--- src/rtl/plru_pkg.sv ---
package plru_pkg;
  localparam int NUM_WAYS = 4;
  localparam int WAY_W    = $clog2(NUM_WAYS);
  localparam int PAIR_W   = NUM_WAYS * (NUM_WAYS - 1) / 2;

  typedef logic [PAIR_W-1:0] age_t;
  typedef logic [WAY_W-1:0]  way_t;

  // bit position of pair (lo,hi), lo<hi; first pair in enumeration is MSB
  function automatic int pair_bit(input int lo, input int hi);
    int p;
    p = 0;
    for (int a = 0; a < lo; a++) p += NUM_WAYS - 1 - a;
    p += hi - lo - 1;
    return PAIR_W - 1 - p;
  endfunction
endpackage

--- src/rtl/plru_age_update.sv ---
module plru_age_update
  import plru_pkg::*;
(
  input  age_t age_i,
  input  way_t way_i,
  output age_t age_o
);
  for (genvar i = 0; i < NUM_WAYS; i++) begin : g_lo
    for (genvar j = i + 1; j < NUM_WAYS; j++) begin : g_hi
      localparam int B = pair_bit(i, j);
      always_comb begin
        if (way_i == WAY_W'(i))      age_o[B] = 1'b0;
        else if (way_i == WAY_W'(j)) age_o[B] = 1'b1;
        else                         age_o[B] = age_i[B];
      end
    end
  end
endmodule

--- src/rtl/plru_victim_decode.sv ---
module plru_victim_decode
  import plru_pkg::*;
(
  input  age_t age_i,
  input  logic lock_w2_i,
  input  logic lock_w3_i,
  output way_t victim_o,
  output logic consistent_o
);
  logic [NUM_WAYS-1:0][NUM_WAYS-1:0] older;  // older[a][b]: a less recent than b
  logic [NUM_WAYS-1:0] locked;
  logic [NUM_WAYS-1:0] cand;
  logic [NUM_WAYS-1:0] rank_seen;

  assign locked = {lock_w3_i, lock_w2_i, {(NUM_WAYS-2){1'b0}}};

  always_comb begin
    for (int a = 0; a < NUM_WAYS; a++) begin
      for (int b = 0; b < NUM_WAYS; b++) begin
        if (a == b)     older[a][b] = 1'b0;
        else if (a < b) older[a][b] = age_i[pair_bit(a, b)];
        else            older[a][b] = ~age_i[pair_bit(b, a)];
      end
    end
  end

  // ordering is consistent iff the per-way older counts form a permutation
  always_comb begin
    rank_seen = '0;
    for (int a = 0; a < NUM_WAYS; a++) begin
      for (int r = 0; r < NUM_WAYS; r++) begin
        if ($countones(older[a]) == r) rank_seen[r] = 1'b1;
      end
    end
  end
  assign consistent_o = &rank_seen;

  always_comb begin
    for (int a = 0; a < NUM_WAYS; a++) begin
      cand[a] = ~locked[a];
      for (int b = 0; b < NUM_WAYS; b++) begin
        if (b != a && !locked[b] && !older[a][b]) cand[a] = 1'b0;
      end
    end
  end

  always_comb begin
    victim_o = '0;
    if (consistent_o) begin
      for (int a = NUM_WAYS - 1; a >= 0; a--) begin
        if (cand[a]) victim_o = WAY_W'(a);
      end
    end
  end
endmodule

--- src/rtl/plru_state_array.sv ---
module plru_state_array
  import plru_pkg::*;
#(
  parameter int NUM_SETS = 64,
  localparam int IDX_W = $clog2(NUM_SETS)
) (
  input  logic             clk_i,
  input  logic             rst_ni,
  input  logic [IDX_W-1:0] rd_idx_i,
  output age_t             rd_age_o,
  input  logic             wr_en_i,
  input  logic [IDX_W-1:0] wr_idx_i,
  input  age_t             wr_age_i
);
  age_t mem_q [NUM_SETS];

  for (genvar s = 0; s < NUM_SETS; s++) begin : g_set
    always_ff @(posedge clk_i or negedge rst_ni) begin
      if (!rst_ni)                                       mem_q[s] <= '0;
      else if (wr_en_i && wr_idx_i == IDX_W'(s))         mem_q[s] <= wr_age_i;
    end
  end

  assign rd_age_o = mem_q[rd_idx_i];
endmodule

--- src/rtl/locked_way_plru.sv ---
module locked_way_plru
  import plru_pkg::*;
#(
  parameter int NUM_SETS = 64,
  localparam int IDX_W = $clog2(NUM_SETS)
) (
  input  logic             clk_i,
  input  logic             rst_ni,
  input  logic [IDX_W-1:0] set_idx_i,
  input  logic             access_i,
  input  logic [1:0]       access_way_i,
  input  logic             repl_req_i,
  input  logic             lock_w2_i,
  input  logic             lock_w3_i,
  output logic [1:0]       victim_way_o,
  output logic             victim_valid_o
);
  age_t cur_age;
  age_t nxt_age;
  way_t dec_victim;
  logic dec_consistent;

  plru_state_array #(.NUM_SETS(NUM_SETS)) u_array (
    .clk_i   (clk_i),
    .rst_ni  (rst_ni),
    .rd_idx_i(set_idx_i),
    .rd_age_o(cur_age),
    .wr_en_i (access_i),
    .wr_idx_i(set_idx_i),
    .wr_age_i(nxt_age)
  );

  plru_age_update u_update (
    .age_i(cur_age),
    .way_i(access_way_i),
    .age_o(nxt_age)
  );

  // decode reads pre-update state, so a same-cycle access does not affect it
  plru_victim_decode u_decode (
    .age_i       (cur_age),
    .lock_w2_i   (lock_w2_i),
    .lock_w3_i   (lock_w3_i),
    .victim_o    (dec_victim),
    .consistent_o(dec_consistent)
  );

  always_ff @(posedge clk_i or negedge rst_ni) begin
    if (!rst_ni) begin
      victim_way_o   <= '0;
      victim_valid_o <= 1'b0;
    end else begin
      victim_valid_o <= repl_req_i;
      if (repl_req_i) victim_way_o <= dec_victim;
    end
  end

  p_state_consistent_r2: assert property (@(posedge clk_i) disable iff (!rst_ni)
    dec_consistent);
  p_lock3_excluded_r4: assert property (@(posedge clk_i) disable iff (!rst_ni)
    repl_req_i && lock_w3_i |=> victim_way_o != 2'd3);
  p_lock2_excluded_r5: assert property (@(posedge clk_i) disable iff (!rst_ni)
    repl_req_i && lock_w2_i |=> victim_way_o != 2'd2);
  p_both_locked_r6: assert property (@(posedge clk_i) disable iff (!rst_ni)
    repl_req_i && lock_w2_i && lock_w3_i |=> victim_way_o[1] == 1'b0);
  p_valid_pulse_r8: assert property (@(posedge clk_i) disable iff (!rst_ni)
    repl_req_i |=> victim_valid_o);
  p_valid_idle_r8: assert property (@(posedge clk_i) disable iff (!rst_ni)
    !repl_req_i |=> !victim_valid_o);
  p_victim_hold_r8: assert property (@(posedge clk_i) disable iff (!rst_ni)
    !repl_req_i |=> $stable(victim_way_o));
endmodule

--- config.mk ---
export PLATFORM = sky130hd
export DESIGN_NAME = locked_way_plru
export DESIGN_NICKNAME = d
export VERILOG_FILES = /design/src/rtl/plru_pkg.sv /design/src/rtl/plru_age_update.sv /design/src/rtl/plru_victim_decode.sv /design/src/rtl/plru_state_array.sv /design/src/rtl/locked_way_plru.sv
export SDC_FILE = /design/constraint.sdc
export NUM_CORES = 1
export LEC_CHECK = 0
export ABC_AREA = 1
export BUFFER_PORTS_ARGS = -buffer_cell sky130_fd_sc_hd__buf_2
export CELL_PAD_IN_SITES_DETAIL_PLACEMENT = 0
export CELL_PAD_IN_SITES_GLOBAL_PLACEMENT = 1
export CORE_ASPECT_RATIO = 0.7
export CORE_MARGIN = 1
export CORE_UTILIZATION = 48
export CTS_CLUSTER_DIAMETER = 120
export DETAILED_ROUTE_END_ITERATION = 12
export PLACE_DENSITY_LB_ADDON = 0.1
export SYNTH_ARGS = -nofsm -noshare
export SYNTH_HDL_FRONTEND = slang
export SYNTH_SLANG_ARGS = --single-unit
export TNS_END_PERCENT = 1
--- constraint.sdc ---
create_clock -name clk_i -period 3.7 [get_ports clk_i]
set_clock_uncertainty 0.1 [all_clocks]
set_input_delay 0.185 -clock clk_i [delete_from_list [all_inputs] [get_ports clk_i]]
set_output_delay 0.185 -clock clk_i [all_outputs]
set_load 0.05 [all_outputs]
==> results.toml <==
[status]
outcome = "complete, no violations"

[pwr]
peakVddDrop_mv = 0.287
p_leak_nw = 9.40
power_density_nw_per_um2 = 530

[route]
drt-total-wl_um = 55000
first_iter_violations = 1687
route.detailed.drc = 0
postRouteAntennaNets = 0
wl_per_cell_um = 20.4
dr.pass1.iters = 6
via_per_inst = 5.59
dr_total_vias = 15000

[sta]
setup-violations-final = 0
setup_ws_ns = 0.547
fin_tns_setup_ns = 0
max_freq_mhz = 317
hold_viol_final = 0
fin_crit_sh_pct = 85.2
drv_slew = 0
rsz0062_at_grt = "false"
final.min_clock_period_ns = 3.15
worst_slew_pin_slew_ns = 1.13
relSlewSlack_pct = 24.4

[grt]
grt_pass1_wl_um = 86600
grt-ovfl-total = 0
grt_pass1_vias = 14200
grt_max_degree = 80
track_usage_pct = 30.0
antenna_found_initial = 0

[layout]
final_layout_size_suffix_gt1_share_pct = 7.24
regArea_um2 = 9680
final_cell_mix = "nand2_1 (953), dfrtp_1 (387), o21ai_0 (318)"
layout_commonest_cell = "nand2_1"
area_growth_pct = 11.2
multiInputGateArea_um2 = 7260
fillerInstances = 3439
fin_nets = 2213
n_antenna_cell = 0

[setup_path]
cp_max_fo = 3
cp_slowest_cell = "dfrtp_1"
start_kind = "flip-flop"
crit_chain = "a22oi_1 > nand2_1 > nand2_1 > nand2_1 > nor2_1 > nor2_1 > buf_4 > nor2_1 > and2_1 > inv_1 > ha_1 > nand2_1 > inv_1 > ha_1 > inv_1 > nor2_1 > nand3_1 > nand3b_1 > nand2_1 > nor2_1 > nand2_1 > nand2_1"
critPathTopFamily = "simple AND/OR/NAND/NOR gates"
r2r_setup_slack_ns = 0.55
crit_buf_inv = 4
setup.worst_path.class = "reg2reg"
end_kind = "flip-flop"
cpMostUsedCell = "nand2_1"
slowest_delay_ns = 0.38
worst_ep_required_time_ns = 4.08
crit_arrival_ns = 3.53

[die]
io_pins = 17
dieWidth_um = 232
core_area_um2 = 36300
start_util_pct = 49.2
die_h_um = 163
row_count = 58
die-area_um2 = 38000

[synthesis]
yosysSeqAreaShare_pct = 54.3
synth_area_um2 = 17800
synth-simple-area-share_pct = 25.6
ys_warn_count = 0
ys_ff_latch = 387
synth_mux_area_share_pct = 0.175
synthXorXnorAreaFrac_pct = 0
synthDistinctLibCells = 34
yosys.area_share.adder_pct = 1.11
synth_compound_area_share_pct = 13.7
synth_nets = 2243
syn_avg_cell_area_um2 = 8.05
synthCells = 2215
synth_top_family_by_area = "simple AND/OR/NAND/NOR gates"

[cts]
clkTransAtPathRegs_ns = 0.07
cts_buffers = 40
cts_root_buffer = "clkbuf_16"
ctsResizeCount = 0
cts.path.max_buffers = 3
cts_sinks = 387
cts_tree = "built"
clock_latency_ns = 0.55
clock_tree.htree_level_count = 2

[run]
maxCapViolCount = 0

[placed_design]
place_ws_ns = 0.0904
dp_hpwl_um = 35300
io_buffers = 16
gp_congestion = 0.872

[hold_path]
min_path_type = "in2reg"
## cell type report
class	instances	area share [%]
clock buffers	55	5.84
well taps	480	3.03
flip-flops and latches	387	48.8
multi-input cells	1628	36.6
repair buffers	82	4.12
inverters	46	0.883
clock inverters	12	0.719
## worst paths after layout
path,startpoint,end,cells past startpoint
max,u_array.mem_q[195],victim_way_o[1],22
max reg2reg,u_array.mem_q[195],victim_way_o[1],22
min reg2reg,u_array.mem_q[255],u_array.mem_q[255],2
max in group asynchronous,rst_ni,u_array.mem_q[39],3
min,access_way_i[0],u_array.mem_q[92],4
min in group asynchronous,rst_ni,u_array.mem_q[269],2
## synth_stat cells, drive strengths merged
| cell | instances | share of area, % |
|---|---|---|
| clkinv | 1 | 0.021 |
| buf | 114 | 3.3 |
| mux2i | 2 | 0.11 |
| o31ai | 2 | 0.084 |
| nor3 | 8 | 0.25 |
| fa | 3 | 0.34 |
| inv | 45 | 0.96 |
| a22oi | 60 | 2.5 |
| o21ai | 368 | 10 |
| clkbuf | 40 | 0.87 |
| a211oi | 2 | 0.084 |
| dfrtp | 387 | 54 |
| nand3b | 2 | 0.084 |
| nand4 | 50 | 1.8 |
| nand2 | 959 | 20 |
| nor2 | 111 | 2.4 |
| nand3 | 27 | 0.76 |
| ha | 11 | 0.77 |
| and2 | 2 | 0.070 |
| mux2 | 1 | 0.063 |
| a21oi | 20 | 0.56 |
## metal layers
metal  global-route usage, %  wire length [um]
met3                    4.12              3320
met5                       0                 0
met4                    8.76              1400
met1                    46.7             27200
met2                    43.0             23100
## repair_timing
action | CTS | global route
setup buffers | 0 | 0
hold buffers | 3 | 0
hold endpoints to repair | 85 | 0
## stage by stage
step | cells | hold WS, ns | util, % | total power [mW] | area, um2
floorplan | 2215 | -0.211 | - | 5.90 | 17800
global placement | 2620 | 0.0861 | 51.0 | 6.45 | 18500
detailed placement | 2620 | 0.0881 | 51.0 | 6.48 | 18500
CTS | 2690 | 0.0131 | 54.7 | 10.6 | 19800
global route | 2690 | 0.0857 | 54.7 | 11.0 | 19800
finish | 2690 | 0.0310 | 54.7 | 10.5 | 19800
## tightest hold or removal path, stage by stage
cell     delay (ns)
buf_2          0.13
nand2_1        0.16
nand3_1        0.09
o21ai_0        0.07
## registers in the layout, summed over array words and instances (netlist names)
register        flops
u_array.mem_q     384
victim_valid_o      1
victim_way_o        2
## report_power, final
group / total [mW] / switching [mW] / internal (mW)
combinational: 1.45 / 0.969 / 0.485
clock: 4.10 / 1.71 / 2.39
sequential: 4.96 / 0.264 / 4.70
## cells by family after synthesis
kind of cell | count (synthesis)
AND/OR/NAND/NOR | 1159
buffers and inverters | 200
adder cells (fa/ha/maj) | 14
AO/OA/AOI/OAI | 452
flip-flops | 387
multiplexers | 3
(Power assumes the default switching activity.)
